**config.mk**
```make
export PLATFORM = sky130hd
export DESIGN_NAME = frame_chain_fetcher
export DESIGN_NICKNAME = d
export VERILOG_FILES = /design/src/rtl/fcf_pkg.sv /design/src/rtl/fcf_word_fifo.sv /design/src/rtl/fcf_route.sv /design/src/rtl/fcf_ctrl.sv /design/src/rtl/frame_chain_fetcher.sv
export SDC_FILE = /design/constraint.sdc
export NUM_CORES = 2
export LEC_CHECK = 0
export BUFFER_PORTS_ARGS = -buffer_cell sky130_fd_sc_hd__clkbuf_2
export CAP_MARGIN = 20
export CORE_ASPECT_RATIO = 0.5
export CORE_MARGIN = 10
export CORE_UTILIZATION = 60
export DETAILED_ROUTE_END_ITERATION = 12
export MAX_ROUTING_LAYER = met4
export PLACE_DENSITY = 0.89
export SYNTH_ARGS = -nofsm -noshare
export SYNTH_HDL_FRONTEND = slang
export SYNTH_HIERARCHICAL = 1
export SYNTH_SLANG_ARGS = --single-unit
export TNS_END_PERCENT = 50
```
**constraint.sdc**
```tcl
create_clock -name clk -period 5.8 [get_ports clk]
set_input_delay 0.58 -clock clk [delete_from_list [all_inputs] [get_ports clk]]
set_output_delay 0.58 -clock clk [all_outputs]
set_load 0.005 [all_outputs]
```
**src/rtl/fcf_pkg.sv**
```systemverilog
`timescale 1ns/1ps
package fcf_pkg;
  localparam int WORD_W     = 32;
  localparam int DESC_WORDS = 4;

  // order in which descriptor words return from memory
  localparam logic [1:0] W_LINK = 2'd0;
  localparam logic [1:0] W_SRC  = 2'd1;
  localparam logic [1:0] W_ID   = 2'd2;
  localparam logic [1:0] W_CMD  = 2'd3;

  typedef enum logic [1:0] {
    ST_IDLE,
    ST_DREQ,
    ST_DRSP,
    ST_PAY
  } fcf_state_e;
endpackage

```
**src/rtl/fcf_word_fifo.sv**
```systemverilog
`timescale 1ns/1ps
module fcf_word_fifo #(
  parameter int W     = 32,
  parameter int DEPTH = 32,
  parameter int CW    = $clog2(DEPTH) + 1
) (
  input  logic          clk,
  input  logic          rst_n,
  input  logic          push,
  input  logic [W-1:0]  din,
  input  logic          pop,
  output logic [W-1:0]  dout,
  output logic          empty,
  output logic [CW-1:0] count
);
  localparam int PW = $clog2(DEPTH);

  logic [W-1:0]  store [DEPTH];
  logic [PW-1:0] wr_ptr, rd_ptr;
  logic          do_push, do_pop;

  assign do_push = push && (count != CW'(DEPTH));
  assign do_pop  = pop && (count != '0);
  assign empty   = (count == '0);
  assign dout    = store[rd_ptr];

  always_ff @(posedge clk) begin
    if (do_push) store[wr_ptr] <= din;
  end

  always_ff @(posedge clk or negedge rst_n) begin
    if (!rst_n) begin
      wr_ptr <= '0;
      rd_ptr <= '0;
      count  <= '0;
    end else begin
      if (do_push) wr_ptr <= wr_ptr + 1'b1;
      if (do_pop)  rd_ptr <= rd_ptr + 1'b1;
      case ({do_push, do_pop})
        2'b10:   count <= count + 1'b1;
        2'b01:   count <= count - 1'b1;
        default: count <= count;
      endcase
    end
  end
endmodule

```
**src/rtl/fcf_route.sv**
```systemverilog
`timescale 1ns/1ps
module fcf_route #(
  parameter int W  = 32,
  parameter int HW = W / 2
) (
  input  logic          clk,
  input  logic          rst_n,
  input  logic [W-1:0]  head,
  input  logic          head_vld,
  input  logic          pal_mode,
  output logic          pop,
  output logic          pal_valid,
  input  logic          pal_ready,
  output logic [HW-1:0] pal_data,
  output logic          pix_valid,
  input  logic          pix_ready,
  output logic [W-1:0]  pix_data
);
  // upper-half pointer: set once the lower half of the head word is taken
  logic upper;

  assign pal_valid = head_vld && pal_mode;
  assign pix_valid = head_vld && !pal_mode;
  assign pal_data  = upper ? head[W-1:HW] : head[HW-1:0];
  assign pix_data  = head;
  assign pop       = pal_mode ? (pal_valid && pal_ready && upper)
                              : (pix_valid && pix_ready);

  always_ff @(posedge clk or negedge rst_n) begin
    if (!rst_n)                     upper <= 1'b0;
    else if (pal_valid && pal_ready) upper <= !upper;
  end
endmodule

```
**src/rtl/fcf_ctrl.sv**
```systemverilog
`timescale 1ns/1ps
module fcf_ctrl
  import fcf_pkg::*;
#(
  parameter int ADDR_W  = 32,
  parameter int BURST   = 16,
  parameter int DEPTH   = 32,
  parameter int LEN_W   = 24,
  parameter int PAL_BIT = 28,
  parameter int CW      = $clog2(DEPTH) + 1,
  parameter int BL_W    = $clog2(BURST + 1)
) (
  input  logic              clk,
  input  logic              rst_n,
  input  logic              enable,
  input  logic              start_wr,
  input  logic [ADDR_W-1:0] start_addr,
  output logic              mem_req_valid,
  input  logic              mem_req_ready,
  output logic [ADDR_W-1:0] mem_req_addr,
  output logic [BL_W-1:0]   mem_req_len,
  input  logic              mem_rsp_valid,
  input  logic [WORD_W-1:0] mem_rsp_data,
  output logic              buf_push,
  input  logic [CW-1:0]     buf_count,
  input  logic              buf_empty,
  output logic              pal_mode,
  output logic              frame_start,
  output logic [WORD_W-1:0] frame_id
);
  localparam int SW = CW + 1;

  fcf_state_e        state;
  logic              armed;
  logic [ADDR_W-1:0] link_ptr;
  logic [ADDR_W-1:0] src_ptr;
  logic [LEN_W-1:0]  remain;
  logic [CW-1:0]     pending;
  logic [1:0]        widx;

  logic [BL_W-1:0]   blen;
  logic [SW-1:0]     space;
  logic              pay_req, pay_issue, pay_done, rsp_pay;

  always_comb begin
    blen      = (remain > LEN_W'(BURST)) ? BL_W'(BURST) : BL_W'(remain);
    space     = SW'(DEPTH) - SW'(buf_count) - SW'(pending);
    pay_req   = (state == ST_PAY) && (remain != '0) && (space >= SW'(blen));
    pay_issue = pay_req && mem_req_ready;
    rsp_pay   = mem_rsp_valid && (state == ST_PAY);
    pay_done  = (state == ST_PAY) && (remain == '0) && (pending == '0) && buf_empty;
    mem_req_valid = (state == ST_DREQ) || pay_req;
    mem_req_addr  = (state == ST_DREQ) ? link_ptr : src_ptr;
    mem_req_len   = (state == ST_DREQ) ? BL_W'(DESC_WORDS) : blen;
  end

  assign buf_push = rsp_pay;

  always_ff @(posedge clk or negedge rst_n) begin
    if (!rst_n) begin
      state       <= ST_IDLE;
      armed       <= 1'b0;
      link_ptr    <= '0;
      src_ptr     <= '0;
      remain      <= '0;
      pending     <= '0;
      widx        <= '0;
      pal_mode    <= 1'b0;
      frame_start <= 1'b0;
      frame_id    <= '0;
    end else begin
      frame_start <= 1'b0;
      pending <= pending + (pay_issue ? CW'(blen) : CW'(0)) - (rsp_pay ? CW'(1) : CW'(0));
      case (state)
        ST_IDLE: begin
          if (start_wr) begin
            link_ptr <= start_addr;
            armed    <= 1'b1;
          end
          if (armed && enable) state <= ST_DREQ;
        end
        ST_DREQ: begin
          if (mem_req_ready) begin
            state <= ST_DRSP;
            widx  <= '0;
          end
        end
        ST_DRSP: begin
          if (mem_rsp_valid) begin
            widx <= widx + 1'b1;
            case (widx)
              W_LINK: link_ptr <= mem_rsp_data[ADDR_W-1:0];
              W_SRC:  src_ptr  <= mem_rsp_data[ADDR_W-1:0];
              W_ID:   frame_id <= mem_rsp_data;
              default: begin
                remain      <= mem_rsp_data[LEN_W-1:0];
                pal_mode    <= mem_rsp_data[PAL_BIT];
                frame_start <= !mem_rsp_data[PAL_BIT];
                state       <= ST_PAY;
              end
            endcase
          end
        end
        default: begin
          if (pay_issue) begin
            src_ptr <= src_ptr + ADDR_W'({blen, 2'b00});
            remain  <= remain - LEN_W'(blen);
          end
          if (pay_done) begin
            if (enable) begin
              state <= ST_DREQ;
            end else begin
              state <= ST_IDLE;
              armed <= 1'b0;
            end
          end
        end
      endcase
    end
  end
endmodule

```
**src/rtl/frame_chain_fetcher.sv**
```systemverilog
`timescale 1ns/1ps
module frame_chain_fetcher #(
  parameter int ADDR_W  = 32,
  parameter int BURST   = 16,
  parameter int DEPTH   = 2 * BURST,
  parameter int LEN_W   = 24,
  parameter int PAL_BIT = 28
) (
  input  logic                         clk,
  input  logic                         rst_n,
  input  logic                         enable,
  input  logic                         start_wr,
  input  logic [ADDR_W-1:0]            start_addr,
  output logic                         mem_req_valid,
  input  logic                         mem_req_ready,
  output logic [ADDR_W-1:0]            mem_req_addr,
  output logic [$clog2(BURST+1)-1:0]   mem_req_len,
  input  logic                         mem_rsp_valid,
  input  logic [31:0]                  mem_rsp_data,
  output logic                         pal_valid,
  input  logic                         pal_ready,
  output logic [15:0]                  pal_data,
  output logic                         pix_valid,
  input  logic                         pix_ready,
  output logic [31:0]                  pix_data,
  output logic                         frame_start,
  output logic [31:0]                  frame_id
);
  localparam int CW = $clog2(DEPTH) + 1;

  logic          buf_push, buf_pop, buf_empty, pal_mode;
  logic [31:0]   buf_head;
  logic [CW-1:0] buf_count;

  fcf_ctrl #(
    .ADDR_W(ADDR_W), .BURST(BURST), .DEPTH(DEPTH),
    .LEN_W(LEN_W), .PAL_BIT(PAL_BIT)
  ) u_ctrl (
    .clk(clk), .rst_n(rst_n), .enable(enable),
    .start_wr(start_wr), .start_addr(start_addr),
    .mem_req_valid(mem_req_valid), .mem_req_ready(mem_req_ready),
    .mem_req_addr(mem_req_addr), .mem_req_len(mem_req_len),
    .mem_rsp_valid(mem_rsp_valid), .mem_rsp_data(mem_rsp_data),
    .buf_push(buf_push), .buf_count(buf_count), .buf_empty(buf_empty),
    .pal_mode(pal_mode), .frame_start(frame_start), .frame_id(frame_id)
  );

  fcf_word_fifo #(.W(32), .DEPTH(DEPTH)) u_buf (
    .clk(clk), .rst_n(rst_n),
    .push(buf_push), .din(mem_rsp_data),
    .pop(buf_pop), .dout(buf_head),
    .empty(buf_empty), .count(buf_count)
  );

  fcf_route #(.W(32)) u_route (
    .clk(clk), .rst_n(rst_n),
    .head(buf_head), .head_vld(!buf_empty), .pal_mode(pal_mode),
    .pop(buf_pop),
    .pal_valid(pal_valid), .pal_ready(pal_ready), .pal_data(pal_data),
    .pix_valid(pix_valid), .pix_ready(pix_ready), .pix_data(pix_data)
  );
endmodule

```
==> results.md <==
- The run finished with clean final reports.
- The path category of the worst min-delay check is in2reg.
- In this run, the number of DRC markers left after iteration 0 of detailed routing was 6563.
- The worst hold margin is 0.163 ns.
- TritonCTS built the clock tree.
- Clock tree synthesis found a total of 1174 sinks.
- In this run the static leakage power is 18.5 nW.
- In this run the standard cell core region covers 79800 um2.
- The category of the worst setup path launch point is a flop.
- The H-tree was split into 3 levels.
- The master cell of the clock root buffer is sky130_fd_sc_hd__clkbuf_16.
- The final antenna-violating net count is 0.
- Combinational cells account for 38.1% of the total power.
- At the pin with the least slew margin, the transition time is 1.43 ns.
- The design draws 28.1 mW.
- Setup total negative slack on the finished layout was measured at 0 ns.
- The die area is 93500 um2.
- The worst setup path is captured at a primary output.
- The layout overhead on the synthesized area is 11.1%.
- For this run, the total global-route usage over all layers was measured as 33.9%.
- For this design the top-level I/O count stands at 193.
- IR analysis of the VDD net gives a maximum drop of 0.492 mV.
- Fill cells in the final layout number 4557.
- The synthesized instance count is 2735.
- The fraction of power consumed by the clock network is 24.2%.
- During synthesis, Yosys emitted a total of 6 warnings.
- The mean number of vias per cell is 7.70.
- The overflow left after global routing is 0.
- The finished layout holds 4088 standard cells, fillers aside.
- The number of detailed-routing iterations run before antenna repair is 8.
- After clock tree synthesis, the clock-pin slew on the worst setup and hold paths is 0.07 ns.
- The max-slew violation total from the final report is 0.
- The cell area after layout is 54000 um2.
- Cells with a size suffix above 1 make up 25.3% of the layout.
- In the synthesized netlist the async set-or-reset flop fraction comes to 12.8%.
- The via count of the first global-routing pass is 31200.
- The timing-limited maximum frequency is 187 MHz.
- The worst pin sits at a relative slew slack of 4.85%.
- The cell area after placement is 50800 um2.
- Row generation in the floorplan step produced 73 rows.
- The arrival time reported for the critical path endpoint is 4.77 ns.
- The number of buffers created by CTS is 98.
- The library cell used most frequently in the layout, excluding fill and tap cells, is sky130_fd_sc_hd__edfxtp_1.
- The final RePlAce weighted congestion is 0.928.
- On the final layout, the worst clock skew is 0.0628 ns.
- The setup path with the least slack is of type reg2out.
- The post-layout worst setup margin is 0.455 ns.
- At the worst endpoint, the required time is 5.22 ns.
- The reported net switching power is 10.5 mW.
- Once placement completed, the tool counted placed cells totaling 3903.
- After synthesis the cells add up to 48600 um2.
- In this run switching power makes up 37.4% of total power.
- In the final routed layout, each cell accounts on average for 38.6 um.
- The number of hold violations in the final report is 0.
- The final critical-path required period is 5.35 ns.
- The initial utilization of the core area, before any placement, comes to 60.9%.
- The number of enable flip-flop cells after synthesis is 1024.
- The count of endpoints failing setup in the final report is 0.
- After layout, the worst path uses 92.2% of the clock period.
- In this run the worst path has a maximum fanout of 27.
- The maximum number of pins on one net before global-route repair is 91.
- After synthesis, flip-flops and latches occupy 71.0% of the total area.
- The top cell types in the final layout, fill and taps aside, are sky130_fd_sc_hd__edfxtp_1, sky130_fd_sc_hd__mux4_2, sky130_fd_sc_hd__clkbuf_2, sky130_fd_sc_hd__mux2i_1, sky130_fd_sc_hd__dfrtp_1.
- The register bit count reported by yosys is 1174.
- The wire length of the first global-routing pass is 225 mm.
- In the routed design, unresolved DRC markers number 0.
- The post-CTS setup buffer count is 0.
- The final route contains 31500 vias.
- Setup repair after global routing left no endpoint under its margin.
- The floorplan step set the die width to 423 um.
- The number of maximum-capacitance violations is 0.
- The detailed placer's ending HPWL is 82.6 mm.
- The number of nets in the layout is 3043.
- The number of antenna violations at the first check in global routing is 7.
- The placement-stage worst setup slack is 0.558 ns.
- The floorplan step set the die height to 221 um.
- The number of buffer cells added on primary ports is 192.
- The final layout contains routed wiring with a total length of 158 mm.
- Power spread over the standard cell area amounts to 521 nW/um2.
- The average cell area after synthesis is 17.8 um2.
- Registers are responsible for 37.7% of the overall power.
- The number of nets in the synthesized netlist is 2860.
- The clock passes through at most 3 buffers.
- The later pin in the worst-skew pair is clocked with a latency of 0.72 ns.
- The most used flip-flop cell after synthesis is sky130_fd_sc_hd__edfxtp_1.
- The internal power of the cells is 17.6 mW.
- Synthesis instantiated 89 different standard cells from the library.
- The utilization after layout is 67.7%.
## critical path, cell delays in order (launching register included)
cell and delay, ns:
sky130_fd_sc_hd__dfrtp_1 1.02, sky130_fd_sc_hd__nor2b_4 0.66, sky130_fd_sc_hd__buf_4 0.57, sky130_fd_sc_hd__a21oi_1 0.19, sky130_fd_sc_hd__a22oi_1 1.15, sky130_fd_sc_hd__mux2_4 0.31
sky130_fd_sc_hd__clkbuf_2 0.12
## logic make-up (layout without fill, tap and decap cells)
family          Yosys count  after routing  synth area share, %
flops                  1174           1174                 71.0
compound gates          480            480                 6.98
xor+xnor                 20             20                0.360
fa+ha+maj                53             53                 1.43
other cells               1              6              0.00771
buf+inv                 246            507                 2.77
simple gates            332            332                 3.43
mux                     429            429                 14.1
## power groups by stage
stage	registers (mW)	clock network [mW]	logic (mW)
2_1_floorplan	10.3	0	7.03
3_3_place_gp	10.7	0	9.52
3_5_place_dp	10.7	0	9.94
4_1_cts	10.6	6.79	10.3
5_1_grt	10.7	7.09	11.1
6_report	10.6	6.81	10.7
## routing by layer
metal | track usage, % | vias to the layer above | routed length [um]
met1 | 40.7 | 15200 | 48700
met5 | - | - | 0
li1 | - | 11400 | -
met3 | 11.1 | 976 | 25300
met2 | 49.9 | 3830 | 70400
met4 | 20.9 | 0 | 13400
## repair_timing
| item | 4_1_cts | 5_1_grt |
|---|---|---|
| resized for setup | 0 | 0 |
| hold buffers | 1 | 0 |
| endpoints found under the hold margin | 10 | 0 |
## cell usage after synthesis (all sizes together) (21+ instances only)
cell type,n,share of area (%)
o21ai,44,0.46
buf,107,1.7
nor2,109,0.85
edfxtp,1024,63
inv,57,0.44
mux2,80,1.9
mux4,193,8.9
o221ai,66,1.2
a21oi,132,1.4
dfrtp,150,7.7
nor3,21,0.22
mux2i,156,3.2
nand2,76,0.60
a22oi,97,1.5
nand3,24,0.25
clkbuf,82,0.64
ha,49,1.3
## final timing paths
path,slack (ns),endpoint,from,depth (start not counted)
min in group asynchronous,0.57,u_ctrl/widx[0],rst_n,2
worst max register to register,0.54,u_ctrl/pending[5],u_ctrl/remain[5],19
max in group asynchronous,3.84,u_ctrl/frame_id[5],rst_n,3
worst min-delay path,0.16,u_ctrl/link_ptr[8],start_addr[8],3
worst max-delay path,0.45,pal_data[7],u_buf/rd_ptr[3],6
worst min register to register,0.50,u_ctrl/src_ptr[1],u_ctrl/src_ptr[1],2
## final cells by class
type	count	area [um2]	area share (%)
Sequential cell	1174	34500	63.9
Inverter	57	214	0.396
Antenna cell	5	12.5	0.0232
Clock buffer	120	2530	4.69
Tap cell	1087	1360	2.52
Multi-Input combinational cell	1315	13100	24.2
Timing Repair Buffer	272	1700	3.14
Clock inverter	58	614	1.14
## sequential cells by signal (all words and copies together) (netlist names)
register / cells
u_ctrl/armed: 1
u_ctrl/remain: 24
u_buf/rd_ptr: 5
u_ctrl/link_ptr: 32
u_buf/store: 1024
u_buf/wr_ptr: 5
u_ctrl/frame_id: 32
u_ctrl/frame_start: 1
u_ctrl/state: 2
u_ctrl/pending: 6
u_ctrl/widx: 2
u_route/upper: 1
u_buf/count: 6
u_ctrl/src_ptr: 32
u_ctrl/pal_mode: 1
(Power assumes the default switching activity.)
